$ cat src/rtl/io_req_pkg.sv
package io_req_pkg;

    typedef enum logic [2:0] {
        TT_NREAD    = 3'd0,
        TT_NWRITE   = 3'd1,
        TT_NWRITE_R = 3'd2,
        TT_SWRITE   = 3'd3,
        TT_ATOMIC   = 3'd4,
        TT_OTHER5   = 3'd5,
        TT_OTHER6   = 3'd6,
        TT_OTHER7   = 3'd7
    } ttype_e;

    typedef enum logic [1:0] {
        ST_IDLE    = 2'd0,
        ST_VERDICT = 2'd1,
        ST_RDERR   = 2'd2
    } chk_state_e;

    localparam logic [1:0] PRIO_BANNED  = 2'd3;
    localparam logic [3:0] SZ_HALF_LO   = 4'd4;
    localparam logic [3:0] SZ_FULL_BEAT = 4'd7;
    localparam logic [3:0] SZ_BLK_FIRST = 4'd8;
    localparam logic [3:0] SZ_BLK_LAST  = 4'd12;
    localparam int         BEAT_BYTES   = 8;

endpackage

$ cat src/rtl/io_req_size_dec.sv
module io_req_size_dec
    import io_req_pkg::*;
#(
    parameter int LEN_W = 9
) (
    input  logic [3:0]       size_code,
    input  logic             wdptr,
    output logic [LEN_W-1:0] len_bytes,
    output logic             wr_reserved,
    output logic             rd_whole
);

    always_comb begin
        len_bytes   = '0;
        wr_reserved = 1'b0;
        rd_whole    = 1'b0;
        if (size_code <= SZ_FULL_BEAT) begin
            // partial or single beat: byte count is code plus one
            len_bytes   = LEN_W'(size_code) + LEN_W'(1);
            wr_reserved = wdptr && (size_code >= SZ_HALF_LO);
            rd_whole    = (size_code == SZ_FULL_BEAT);
        end else if (size_code <= SZ_BLK_LAST) begin
            // multi-beat block, doubling per code step
            len_bytes   = LEN_W'(BEAT_BYTES) << (size_code - SZ_BLK_FIRST);
            wr_reserved = wdptr;
            rd_whole    = 1'b1;
        end else begin
            wr_reserved = 1'b1;
        end
    end

endmodule

$ cat src/rtl/io_req_rules.sv
module io_req_rules
    import io_req_pkg::*;
#(
    parameter int LEN_W = 9
) (
    input  logic [2:0]       ttype,
    input  logic [1:0]       prio,
    input  logic [3:0]       size_code,
    input  logic             wdptr,
    input  logic             has_pl,
    input  logic [LEN_W-1:0] pl_len,
    input  logic             too_short,
    input  logic             win_hit,
    output logic             legal,
    output logic             rsp_owed
);

    logic [LEN_W-1:0] exp_len;
    logic             wr_rsvd;
    logic             rd_whole;
    logic             bad;
    ttype_e           tt;

    io_req_size_dec #(.LEN_W(LEN_W)) u_size (
        .size_code   (size_code),
        .wdptr       (wdptr),
        .len_bytes   (exp_len),
        .wr_reserved (wr_rsvd),
        .rd_whole    (rd_whole)
    );

    assign tt = ttype_e'(ttype);

    always_comb begin
        bad = (prio == PRIO_BANNED) || too_short;
        case (tt)
            TT_NREAD: begin
                if (has_pl || !rd_whole || !win_hit) bad = 1'b1;
            end
            TT_NWRITE, TT_NWRITE_R: begin
                if (!has_pl || wr_rsvd || !win_hit) bad = 1'b1;
                if (has_pl && (pl_len != exp_len))  bad = 1'b1;
            end
            TT_SWRITE: begin
                if (!win_hit) bad = 1'b1;
            end
            default: ;
        endcase
    end

    assign legal    = !bad;
    assign rsp_owed = bad && ((tt == TT_NREAD) || (tt == TT_NWRITE_R) || (tt == TT_ATOMIC));

endmodule

$ cat config.mk
export PLATFORM = sky130hd
export DESIGN_NAME = io_req_rules
export DESIGN_NICKNAME = d
export VERILOG_FILES = /design/src/rtl/io_req_pkg.sv /design/src/rtl/io_req_size_dec.sv /design/src/rtl/io_req_rules.sv
export SDC_FILE = /design/constraint.sdc
export NUM_CORES = 1
export LEC_CHECK = 0
export BUFFER_PORTS_ARGS = -buffer_cell sky130_fd_sc_hd__buf_2
export CAP_MARGIN = 20
export CORE_AREA = 5 5 42 44
export DETAILED_ROUTE_END_ITERATION = 7
export DIE_AREA = 0 0 47 49
export PLACE_DENSITY_LB_ADDON = 0.05
export SLEW_MARGIN = 15
export SYNTH_ARGS = -nofsm -noshare
export SYNTH_HDL_FRONTEND = slang
export SYNTH_SLANG_ARGS = --single-unit
export TNS_END_PERCENT = 20
$ cat constraint.sdc
create_clock -name vclk -period 1.7
set_input_delay 0.17 -clock vclk [all_inputs]
set_output_delay 0.17 -clock vclk [all_outputs]
set_load 0.1 [all_outputs]
==> impl_metrics.tcl <==
set metrics [dict create \
    cpMostUsedCell "ha_4" \
    ys_types 26 \
    fin_area_um2 698 \
    worst_path_largest_cell_delay_ns 0.27 \
    seq_power_share_pct 0 \
    cts_setup_buffers 0 \
    grtUsageTotal_pct 10.0 \
    die_y_um 49 \
    grt_max_degree 11 \
    hpwl_mm 1.01 \
    path_cells "buf_6 > ha_4 > ha_4 > nor3_1 > nor4_2 > nand4_1 > o21a_2 > buf_12" \
    ir_worst_vdd_uv 95.8 \
    num_rows 14 \
    die_area_um2 2300 \
    regArea_um2 0 \
    critPathMaxFanout 4 \
    path_buf_inv 2 \
    synth_warnings 0 \
    detail-route-antenna-nets 0 \
    hold_depth 4 \
    crit_end "rsp_owed" \
    grt.overflow.total 0 \
    ys_seq_area_share_pct 0 \
    syn_inst 58 \
    vias 506 \
    p_leak_uw 0.000307 \
    hold_class "in -> out" \
    preCtsSetupSlack_ns -0.183 \
    max_clock_freq_ghz 0.560 \
    worst_slew_pin_slew_ns 0.301 \
    cp.required_ns 1.53 \
    design.seq.count 0 \
    postSynthNetCount 85 \
    p_int_uw 89.2 \
    grt_pass1_wl_mm 1.86 \
    place_area_um2 681 \
    cp.arrival_ns 1.62 \
    drive_gt1_share_pct 50.0 \
    path_depth 8 \
    setup_violations 2 \
    period_share_pct 105 \
    final_cell_mix "20 x buf_2, 9 x buf_4" \
    clkPwrFrac_pct 0 \
    die_width_um 47 \
    power.switching_uw 89.8 \
    crit_start "size_code[0]" \
    whs_ns 0.778 \
    ios 24 \
    final_cells 106 \
    syn_avg_cell_area_um2 6.86 \
    drcViolationCount 0 \
    slew_headroom_pct 79.9 \
    fin_total_pwr_uw 179 \
    rsz0062_at_grt "true" \
    dp_cells 106 \
    gp_congestion 0.755 \
    coreArea_um2 1400 \
    maxCapViolCount 0 \
    syn_to_final_growth_pct 75.5 \
    cpMaxStageDelayCell "ha_4" \
    numPortBuffers 24 \
    cts_hold_buffers 0 \
    finalNetCount 119 \
    synth_area_um2 398 \
    final-max-slew-violation-count 0 \
    grt_pass1_vias 470 \
    power.density_nw_per_um2 256 \
    pwr-share-comb_pct 100.0 \
    vias_per_cell 4.77 \
    nClkBuffers 0 \
    antenna_found_initial 0 \
    sw_frac_of_total_pct 50.2 \
    report.final.hold_viol_count 0 \
    drt-total-wl_mm 1.13 \
    fin_ws_ns -0.0856 \
    fillers 149 \
    cp-start-kind "input pin" \
    fin_crit_ns 1.79 \
    critPathKind "in -> out" \
    start_util_pct 28.4 \
    status "finished, violations left" \
    firstDrtPassIters 4 \
    violations "negative setup slack" \
    antenna_cells 0 \
    wire_per_inst_um 10.6 \
    cp_top_family "simple AND/OR/NAND/NOR gates" \
    drt_iter0_markers 7 \
    cp-end-kind "primary output" \
    final_common_cell "buf_2" \
]
-- how the worst min path moves through the flow --
stage | from | endpoint | slack [ns]
2_1_floorplan | ttype[0] | rsp_owed | 0.65
3_3_place_gp | ttype[0] | rsp_owed | 0.78
3_5_place_dp | ttype[2] | legal | 0.77
4_1_cts | ttype[0] | rsp_owed | 0.78
5_1_grt | ttype[2] | legal | 0.80
6_report | ttype[2] | legal | 0.78
-- power by group through the flow --
stage / Clock, µW / Sequential, µW / Combinational [µW]
floorplan: 0 / 0 / 94.2
global placement: 0 / 0 / 175
detailed placement: 0 / 0 / 174
CTS: 0 / 0 / 178
global route: 0 / 0 / 197
finish: 0 / 0 / 179
-- cell families after synthesis --
group / count (synthesis) / share of synthesized area (%)
AND/OR/NAND/NOR: 26 / 38.0
AO/OA/AOI/OAI: 16 / 28.0
XOR/XNOR: 6 / 13.2
adder cells (fa/ha/maj): 5 / 15.7
buffers and inverters: 5 / 5.03
-- repair_timing --
action                                 in CTS  in global routing
resized for setup                           4                  2
pin swaps                                   3                  0
cloned                                      0                  0
endpoints found under the hold margin       0                  0
setup endpoints to repair                   2                  2
-- through the flow --
step | TNS [ns] | util, %
after floorplan | -0.0696 | -
after global placement | -0.283 | 48.6
after detailed placement | -0.309 | 48.6
after CTS | -0.151 | 49.5
after global routing | -0.401 | 49.8
final | -0.123 | 49.8
-- cells in the mapped netlist, drive strengths merged, types with 3 or more instances --
master / count / area (µm²)
o21ai: 6 / 30.0
ha: 5 / 62.6
inv: 4 / 15.0
nand2: 4 / 15.0
nand4: 4 / 25.0
nor2: 4 / 15.0
o21a: 4 / 30.0
xnor2: 4 / 35.0
nand2b: 3 / 18.8
-- metal layers --
metal	track usage [%]	routed length (µm)	part of all wire, %
met1	14.3	512	45
met2	17.2	546	48
met3	0.369	69	6.1
met4	0	0	0
met5	0	0	0
-- final cells by class --
class                           count  area (µm²)  share of cell area [%]
Tap cell                           16        20.0                    2.87
Multi-Input combinational cell     53         433                    62.0
Timing Repair Buffer               33         230                    33.0
Inverter                            4        15.0                    2.15
Power figures use the tool's default switching activity.
